**src/rtl/bmw_pkg.sv**
```systemverilog
package bmw_pkg;
  localparam int LANES = 4;
  localparam int DW    = 8 * LANES;

  typedef enum logic [1:0] {
    SZ_BYTE = 2'd0,
    SZ_HALF = 2'd1,
    SZ_WORD = 2'd2,
    SZ_WIDE = 2'd3
  } acc_size_e;

  localparam logic [1:0] LANE_CMD = 2'd0;
  localparam logic [1:0] LANE_STS = 2'd2;
  localparam logic [7:0] FILL_BYTE = 8'hFF;
endpackage

```
**src/rtl/bmw_chan.sv**
```systemverilog
module bmw_chan
  import bmw_pkg::*;
(
  input  logic             clk,
  input  logic             rst_n,
  input  logic             cmd_we,
  input  logic             sts_we,
  input  logic [7:0]       wbyte,
  input  logic [LANES-1:0] adr_be,
  input  logic [DW-1:0]    adr_wd,
  input  logic             irq_set,
  output logic [7:0]       cmd_q,
  output logic [7:0]       sts_q,
  output logic [DW-1:0]    adr_q
);
  logic       start_r, dir_r, act_r, irq_r;
  logic [1:0] cap_r;
  logic [DW-1:0] adr_r;

  always_ff @(posedge clk) begin
    if (!rst_n) begin
      start_r <= 1'b0;
      dir_r   <= 1'b0;
      act_r   <= 1'b0;
    end else if (cmd_we) begin
      start_r <= wbyte[0];
      dir_r   <= wbyte[3];
      act_r   <= wbyte[0];
    end
  end

  always_ff @(posedge clk) begin
    if (!rst_n) begin
      irq_r <= 1'b0;
      cap_r <= 2'b00;
    end else begin
      if (irq_set)
        irq_r <= 1'b1;
      else if (sts_we && wbyte[2])
        irq_r <= 1'b0;
      if (sts_we)
        cap_r <= wbyte[6:5];
    end
  end

  for (genvar k = 0; k < LANES; k++) begin : g_lane
    always_ff @(posedge clk) begin
      if (!rst_n)
        adr_r[8*k +: 8] <= 8'h00;
      else if (adr_be[k])
        adr_r[8*k +: 8] <= adr_wd[8*k +: 8];
    end
  end

  assign cmd_q = {4'b0000, dir_r, 2'b00, start_r};
  assign sts_q = {1'b0, cap_r, 2'b00, irq_r, 1'b0, act_r};
  assign adr_q = {adr_r[DW-1:2], 2'b00};
endmodule

```
**src/rtl/bmw_rdfmt.sv**
```systemverilog
module bmw_rdfmt
  import bmw_pkg::*;
(
  input  logic          is_adr,
  input  logic [1:0]    lane,
  input  logic [1:0]    size,
  input  logic [7:0]    cmd,
  input  logic [7:0]    sts,
  input  logic [DW-1:0] adr,
  output logic [DW-1:0] rdata
);
  logic [DW-1:0] shifted;

  always_comb begin
    shifted = adr >> (8 * lane);
    rdata   = '0;
    if (!is_adr) begin
      unique case (acc_size_e'(size))
        SZ_BYTE: begin
          if (lane == LANE_CMD)      rdata[7:0] = cmd;
          else if (lane == LANE_STS) rdata[7:0] = sts;
          else                       rdata[7:0] = FILL_BYTE;
        end
        SZ_HALF: rdata[15:0] = '1;
        default: rdata = '1;
      endcase
    end else begin
      unique case (acc_size_e'(size))
        SZ_BYTE: rdata[7:0]  = shifted[7:0];
        SZ_HALF: rdata[15:0] = shifted[15:0];
        default: rdata = adr;
      endcase
    end
  end
endmodule

```
**src/rtl/bmdma_regwin.sv**
```systemverilog
module bmdma_regwin
  import bmw_pkg::*;
#(
  parameter int NCH = 2
) (
  input  logic                     clk,
  input  logic                     rst_n,
  input  logic                     req_valid,
  output logic                     req_ready,
  input  logic                     req_write,
  input  logic [$clog2(NCH)+2:0]   req_addr,
  input  logic [1:0]               req_size,
  input  logic [31:0]              req_wdata,
  output logic                     rsp_valid,
  output logic [31:0]              rsp_rdata,
  input  logic [NCH-1:0]           irq_in,
  output logic [NCH-1:0]           dma_start,
  output logic [NCH-1:0]           dma_to_mem,
  output logic [NCH-1:0]           irq_pending
);
  localparam int CW = $clog2(NCH);
  localparam int AW = CW + 3;

  logic [CW-1:0]    ch_sel;
  logic             is_adr, wr_acc, is_byte;
  logic [1:0]       lane;
  logic [LANES-1:0] be;
  logic [DW-1:0]    wd_sh;
  logic [NCH-1:0][7:0]    cmd_v, sts_v;
  logic [NCH-1:0][DW-1:0] adr_v;
  logic [DW-1:0]    rd_fmt;

  assign req_ready = 1'b1;
  assign ch_sel    = req_addr[AW-1:3];
  assign is_adr    = req_addr[2];
  assign lane      = req_addr[1:0];
  assign wr_acc    = req_valid && req_write;
  assign is_byte   = (acc_size_e'(req_size) == SZ_BYTE);

  always_comb begin
    unique case (acc_size_e'(req_size))
      SZ_BYTE: begin be = 4'b0001 << lane; wd_sh = req_wdata << (8 * lane); end
      SZ_HALF: begin be = 4'b0011 << lane; wd_sh = req_wdata << (8 * lane); end
      default: begin be = 4'b1111;         wd_sh = req_wdata;               end
    endcase
  end

  for (genvar i = 0; i < NCH; i++) begin : g_ch
    logic hit;
    assign hit = wr_acc && (ch_sel == CW'(i));

    bmw_chan u_chan (
      .clk     (clk),
      .rst_n   (rst_n),
      .cmd_we  (hit && !is_adr && is_byte && lane == LANE_CMD),
      .sts_we  (hit && !is_adr && is_byte && lane == LANE_STS),
      .wbyte   (req_wdata[7:0]),
      .adr_be  ((hit && is_adr) ? be : 4'b0000),
      .adr_wd  (wd_sh),
      .irq_set (irq_in[i]),
      .cmd_q   (cmd_v[i]),
      .sts_q   (sts_v[i]),
      .adr_q   (adr_v[i])
    );

    assign dma_start[i]   = cmd_v[i][0];
    assign dma_to_mem[i]  = cmd_v[i][3];
    assign irq_pending[i] = sts_v[i][2];
  end

  bmw_rdfmt u_fmt (
    .is_adr (is_adr),
    .lane   (lane),
    .size   (req_size),
    .cmd    (cmd_v[ch_sel]),
    .sts    (sts_v[ch_sel]),
    .adr    (adr_v[ch_sel]),
    .rdata  (rd_fmt)
  );

  always_ff @(posedge clk) begin
    if (!rst_n) begin
      rsp_valid <= 1'b0;
      rsp_rdata <= '0;
    end else begin
      rsp_valid <= req_valid && !req_write;
      if (req_valid && !req_write)
        rsp_rdata <= rd_fmt;
    end
  end
endmodule

```
**config.mk**
```make
export PLATFORM = sky130hd
export DESIGN_NAME = bmdma_regwin
export DESIGN_NICKNAME = d
export VERILOG_FILES = /design/src/rtl/bmw_pkg.sv /design/src/rtl/bmw_chan.sv /design/src/rtl/bmw_rdfmt.sv /design/src/rtl/bmdma_regwin.sv
export SDC_FILE = /design/constraint.sdc
export NUM_CORES = 1
export LEC_CHECK = 0
export BUFFER_PORTS_ARGS = -buffer_cell sky130_fd_sc_hd__buf_2
export CORE_ASPECT_RATIO = 2
export CORE_MARGIN = 1.5
export CORE_UTILIZATION = 53
export CTS_BUF_LIST = sky130_fd_sc_hd__clkbuf_8
export CTS_CLUSTER_DIAMETER = 30
export DETAILED_ROUTE_END_ITERATION = 6
export PLACE_DENSITY = 0.78
export SLEW_MARGIN = 20
export SYNTH_ARGS = -nofsm -noshare
export SYNTH_HDL_FRONTEND = slang
export SYNTH_SLANG_ARGS = --single-unit
export TNS_END_PERCENT = 10
```
**constraint.sdc**
```tcl
create_clock -name clk -period 1.4 [get_ports clk]
set_input_delay 0 -clock clk [delete_from_list [all_inputs] [get_ports clk]]
set_output_delay 0 -clock clk [all_outputs]
set_load 0.05 [all_outputs]
```
==> flow_summary.yaml, run 1 <==
run_status:
  status: "finished, final reports clean"
logic_synthesis:
  syn_area_sq_um: 5540
  yosys_most_used_dff: "dfxtp_1"
  synth_edf_count: 0
  netlist.area_leader.share_pct: 37.3
  synth_area_leader_cell: "dfxtp_1"
  synth.area.top_cells: "dfxtp_1 37%, mux2i_1 8.3%, o21ai_0 7.5%"
  yosysWarnings: 0
  yosys-top-cells-count: "103 x dfxtp_1, 90 x nand2_1, 83 x o21ai_0, 71 x a21oi_1, 46 x mux2i_1"
  avgSynthCellArea_sq_um: 8.36
  syn-num-nets: 706
  yosys.area_share.simple_pct: 14.1
  synth-seq-area-share_pct: 37.3
  synth_mux_area_share_pct: 10.6
  synth_top_family_by_area: "compound AO/OA/AOI/OAI gates"
  ys_types: 61
  synth_fa_ha_area_share_pct: 0
  yosysMostFrequentCell: "dfxtp_1"
  synth_xor_area_share_pct: 0
  synth-seq-cells: 103
  synth_compound_area_share_pct: 30.1
  async_flop_share_pct: 0
  synth_cells: 662
cells_and_area:
  drive_gt1_share_pct: 26.4
  diodes: 0
  syn_to_final_growth_pct: 21.7
  num-nets-final: 825
critical_path:
  r2r_cells: 4
  worst_setup_path_start_kind: "register"
  critPathArrivalTime_ps: 1630
  cpMaxStageDelayCell: "mux4_2"
  worstPathRequired_ps: 1650
  worstPathCellList: "mux4_2 -> a22o_1 -> a21oi_1 -> a21oi_1"
  cpMostUsedCell: "a21oi_1"
  cpPeakStageDelay_ps: 480
  rr_startpoint: "g_ch[1].u_chan.adr_q[24]"
  crit_family: "multiplexers"
  end_kind: "register"
  crit_fanout: 3
  ff2ff_setup_slack_ps: 20
  crit_type: "reg2reg"
  r2r-end: "rsp_rdata[0]"
  critical_path_buf_inv_count: 0
power:
  p_int_mw: 4.25
  ir_worst_vdd_mv: 0.586
  p_leak_nw: 2.90
  pwr-share-comb_pct: 21.1
  p_total_mw: 6.09
  switching_share_pct: 30.2
  seqPwrFrac_pct: 50.4
  clockPowerShare_pct: 28.6
  power.switching_mw: 1.84
  cellPowerDensity_nw_per_um2: 904
timing:
  slew-limit-headroom_pct: 52.3
  setup_viol: 0
  clock.fmax_ghz: 0.724
  setup_tns_ps: 0
  rsz0062_at_grt: "yes"
  fin_skew_ps: 17.9
  period_needed_ps: 1380
  fin_hold_ws_ps: 26.6
  fin_crit_sh_pct: 98.7
  tightest_slew_ps: 716
  hold_viol: 0
  slew_viol_final: 0
routing:
  first_iter_violations: 458
  via_per_inst: 6.11
  via_count: 5624
  drc: 0
  dr.pass1.iters: 5
  drt_wl_total_um: 17500
  wl_per_cell_um: 19.0
  antenna_left: 0
place:
  place.gp.congestion: 0.961
  port_buffers: 82
  hpwl_um: 13300
clock_tree:
  cts_sinks: 103
  cts_buffer_depth: 2
  clk_latency_ps: 380
  numCtsBuffers: 9
  clockRootBuffer: "clkbuf_8"
  cts_setup_buffers: 0
  cts_tree: "done"
  htree_levels: 3
  path_clk_slew_ps: 90
floorplan:
  num_rows: 52
  io_pins: 84
  start_util_pct: 54.5
  die_y_um: 148
  design.die.area_sq_um: 11100
  die-width_um: 75.3
  core_sq_um: 10100
grt:
  grt_max_degree: 60
  antenna_found_initial: 0
  grt_pass1_vias: 5407
  grt_use_total_pct: 32.2
  overflow: 0
  grt_pass1_wl_um: 27000
hold_path:
  hold_start: "req_wdata[23]"
  hold-path-endpoint: "g_ch[1].u_chan.adr_q[23]"
  hold_path_class: "in2reg"
  hold_depth: 3
flow_run:
  drv_cap: 0
## power by group through the flow
stage          Sequential [mW]  Clock [mW]  Combinational [mW]
6_report                  3.07        1.74                1.28
2_1_floorplan             3.27           0               0.635
3_5_place_dp              3.13           0                1.22
5_1_grt                   3.08        1.88                1.36
3_3_place_gp              3.13           0                1.20
4_1_cts                   3.07        1.77                1.26
## logic make-up after synthesis
kind of cell           count (synthesis)
AO/OA/AOI/OAI                        265
buffers and inverters                 79
flip-flops                           103
multiplexers                          55
other                                  1
AND/OR/NAND/NOR                      159
## worst max-delay path by stage
| stage | startpoint | to | cells after the start |
|---|---|---|---|
| 2_1_floorplan | g_ch[0].u_chan.adr_q[24] | rsp_rdata[0] | 4 |
| 6_report | g_ch[1].u_chan.adr_q[24] | rsp_rdata[0] | 4 |
| 5_1_grt | g_ch[1].u_chan.adr_q[24] | rsp_rdata[0] | 4 |
| 3_5_place_dp | req_addr[0] | g_ch[0].u_chan.adr_q[29] | 6 |
| 3_3_place_gp | req_addr[3] | rsp_rdata[12] | 5 |
| 4_1_cts | g_ch[0].u_chan.adr_q[16] | rsp_rdata[0] | 4 |
## per-layer routing
layer,global-route usage [%],up-vias,part of all wire (%)
li1,-,2619,-
met1,33.6,2615,35
met2,55.7,308,51
met3,6.48,82,6.8
met4,21.3,0,6.9
met5,0,-,0
## state kept, by name, summed over array words and instances (netlist names)
register,count
rsp_rdata,32
g_ch.u_chan.start_r,2
g_ch.u_chan.dir_r,2
g_ch.u_chan.adr_q,60
g_ch.u_chan.cap_r,4
rsp_valid,1
g_ch.u_chan.irq_r,2
## worst reg2reg max path: stages, from the launching register on
cell and delay [ps]:
dfxtp_1 340, mux4_2 480, a22o_1 220, a21oi_1 150, a21oi_1 80
## final cells by class
type	instances	area [sq um]
fillers	850	3410
multi-input cells	480	3040
clock inverters	4	30.0
well taps	135	169
flip-flops and latches	103	2060
repair buffers	172	1220
inverters	15	56.3
clock buffers	11	151
## cell usage in the layout (no fill, tap or decap), types with 11 or more instances in the layout
cell / synthesis / routed
clkbuf_8: 0 / 11
a21boi_0: 24 / 24
o21ai_0: 83 / 83
buf_2: 19 / 82
mux2i_1: 46 / 46
dlygate4sd3_1: 0 / 14
buf_4: 18 / 68
a21oi_1: 71 / 71
inv_1: 13 / 13
o22ai_1: 16 / 16
nand2_1: 90 / 90
dfxtp_1: 103 / 101
nor2_1: 24 / 24
## timing repair
item | CTS | global route
setup endpoints to repair | 1 | 2
resized for setup | 1 | 3
endpoints found under the hold margin | 30 | 0
hold buffers | 14 | 0
## stage by stage
stage | setup WS (ps) | area (sq um) | utilization (%) | instances
after global routing | 0.673 | 6740 | 66.4 | 920
after floorplan | 124 | 5540 | - | 662
final | 18.7 | 6740 | 66.4 | 920
after detailed placement | -95.9 | 6410 | 63.1 | 891
after CTS | 22.9 | 6730 | 66.3 | 920
after global placement | -70.6 | 6410 | 63.1 | 891
No activity file was read; power rests on OpenSTA's default activity.
==> inputs of run 2 (changes only) <==
--- a/config.mk
+++ b/config.mk
@@ -5,14 +5,13 @@
 export SDC_FILE = /design/constraint.sdc
 export NUM_CORES = 1
 export LEC_CHECK = 0
-export BUFFER_PORTS_ARGS = -buffer_cell sky130_fd_sc_hd__buf_2
-export CORE_ASPECT_RATIO = 2
 export CORE_MARGIN = 1.5
-export CORE_UTILIZATION = 53
+export CORE_UTILIZATION = 55
 export CTS_BUF_LIST = sky130_fd_sc_hd__clkbuf_8
 export CTS_CLUSTER_DIAMETER = 30
 export DETAILED_ROUTE_END_ITERATION = 6
-export PLACE_DENSITY = 0.78
+export DONT_BUFFER_PORTS = 1
+export PLACE_DENSITY = 0.73
 export SLEW_MARGIN = 20
 export SYNTH_ARGS = -nofsm -noshare
 export SYNTH_HDL_FRONTEND = slang
==> run 2 against run 1 <==
Net effect: the flow now finishes with violations (negative hold slack); die area decreased by 3.9%; combinational power decreased by 16%; critical path depth decreased by 1; via count decreased by 0.14%; sequential power about the same; register-to-register slack about the same; design area decreased by 1.4%; sequential share of layout area increased by 0.41 points; critical endpoint is now g_ch[1].u_chan.adr_q[4]; largest cell class unchanged; largest power group unchanged.
==> flow_summary.yaml, run 2 (synthesized netlist as in run 1, its figures left out) <==
run_status:
  status: "finished with violations"
  violations: "negative hold slack"
timing:
  setup_tns_ps: 0
  rsz0062_at_grt: "no"
  period_needed_ps: 1370
  fin_crit_sh_pct: 97.7
  slew_viol_final: 0
  slew-limit-headroom_pct: 40.3
  clock.fmax_ghz: 0.731
  fin_skew_ps: 4.44
  tightest_slew_ps: 896
  fin_hold_ws_ps: -189
  setup_viol: 0
  hold_viol: 28
floorplan:
  core_sq_um: 9770
  design.die.area_sq_um: 10700
  io_pins: 84
  start_util_pct: 56.6
  num_rows: 36
  die_y_um: 103
  die-width_um: 103
cells_and_area:
  layout_common_cells: "103 x dfxtp_1, 90 x nand2_1, 82 x o21ai_0"
  syn_to_final_growth_pct: 19.9
  multi_input_area_sq_um: 3040
  instances_no_fill: 870
  drive_gt1_share_pct: 14.5
  largest_reg_flops: 60
  stdcell_area_sq_um: 6640
  final_common_cell: "dfxtp_1"
  regArea_sq_um: 2060
  nFillCells: 807
  num-nets-final: 775
power:
  cellPowerDensity_nw_per_um2: 910
  p_leak_nw: 2.71
  ir_worst_vdd_mv: 0.511
critical_path:
  worstPathRequired_ps: 1720
  crit_type: "reg2reg"
  crit_fanout: 2
  worst_setup_path_start_kind: "register"
  critPathArrivalTime_ps: 1690
  end_kind: "register"
place:
  post_dp_cell_area_sq_um: 5770
  dp.cells: 789
  place.gp.congestion: 0.947
  hpwl_um: 11400
  port_buffers: 0
grt:
  antenna_found_initial: 0
  grt_pass1_vias: 5314
  use_met3_pct: 7.93
  overflow: 0
  grt.met1_usage_pct: 44.0
  grt_use_total_pct: 35.2
  grt_max_degree: 84
  grt.met2_usage_pct: 56.1
  gr-max-usage-layer: "met2"
  grt_pass1_wl_um: 28100
clock_tree:
  clk_latency_ps: 370
  path_clk_slew_ps: 100
  cts_buffer_depth: 2
  clockRootBuffer: "clkbuf_8"
  hold_buffers: 64
  htree_levels: 3
  cts_tree: "done"
  cts_sinks: 103
  numCtsBuffers: 9
routing:
  first_iter_violations: 674
  wl_per_cell_um: 20.9
  drt_wl_total_um: 18200
  drc: 0
  dr.pass1.iters: 6
  via_per_inst: 6.46
  via_count: 5616
  antenna_left: 0
hold_path:
  hold_path_class: "in2reg"
flow_run:
  drv_cap: 0
-- run 2: changes by cell type in the layout (fill, tap and decap cells not counted), moves of 2 or more --
cell / before / now
buf_4: 68 / 57
dlygate4sd3_1: 14 / 61
dlymetal6s4s_1: 0 / 2
dfxtp_2: 2 / 0
dfxtp_1: 101 / 103
buf_12: 8 / 1
buf_2: 82 / 0
-- run 2: path summary, 6_finish.rpt --
| check | from | endpoint | slack [ps] | depth (start not counted) |
|---|---|---|---|---|
| min reg2reg | g_ch[0].u_chan.cap_r[0] | g_ch[0].u_chan.cap_r[0] | 460 | 2 |
| max | g_ch[1].u_chan.adr_q[4] | g_ch[1].u_chan.adr_q[4] | 30 | 3 |
| min | req_addr[2] | rsp_rdata[4] | -190 | 2 |
| max reg2reg | g_ch[1].u_chan.adr_q[4] | g_ch[1].u_chan.adr_q[4] | 30 | 3 |
-- run 2: layout make-up --
class,instances,share of cell area [%]
multi-input cells,480,45.8
diodes,1,0.0377
repair buffers,122,16.7
well taps,133,2.51
clock inverters,6,0.923
flip-flops and latches,103,31.1
inverters,15,0.848
clock buffers,10,2.07
-- run 2: routing by layer --
| layer | share of wire (%) | wire length, um |
|---|---|---|
| met1 | 39 | 7120 |
| met2 | 44 | 8070 |
| met3 | 11 | 1960 |
| met4 | 5.9 | 1080 |
| met5 | 0 | 0 |
-- run 2: power by group --
part | leakage (nW) | internal [mW] | switching (mW) | total, mW
clock network | 0.107 | 0.870 | 1.03 | 1.90
logic | 1.76 | 0.441 | 0.631 | 1.07
registers | 0.837 | 3.02 | 0.0568 | 3.08
total | 2.71 | 4.33 | 1.71 | 6.04
-- run 2: stage by stage --
step	hold WS, ps	power (mW)	setup slack [ps]	utilization (%)
after floorplan	135	3.90	124	-
after global placement	138	3.96	80.4	59.1
after detailed placement	143	3.98	47.3	59.1
after CTS	-195	6.03	26.8	67.8
after global routing	-165	6.25	3.67	67.9
final	-189	6.04	31.9	67.9
-- run 2: what timing repair did --
item                                   in CTS  in global routing
endpoints found under the hold margin     103                 28
setup buffers                               0                  0
resized for setup                           0                  6
setup endpoints to repair                   0                 21
-- run 2: critical path: stages (launching register included) --
cell and delay [ps]:
dfxtp_1 350, o21ai_0 150, a21boi_0 240, dlygate4sd3_1 580
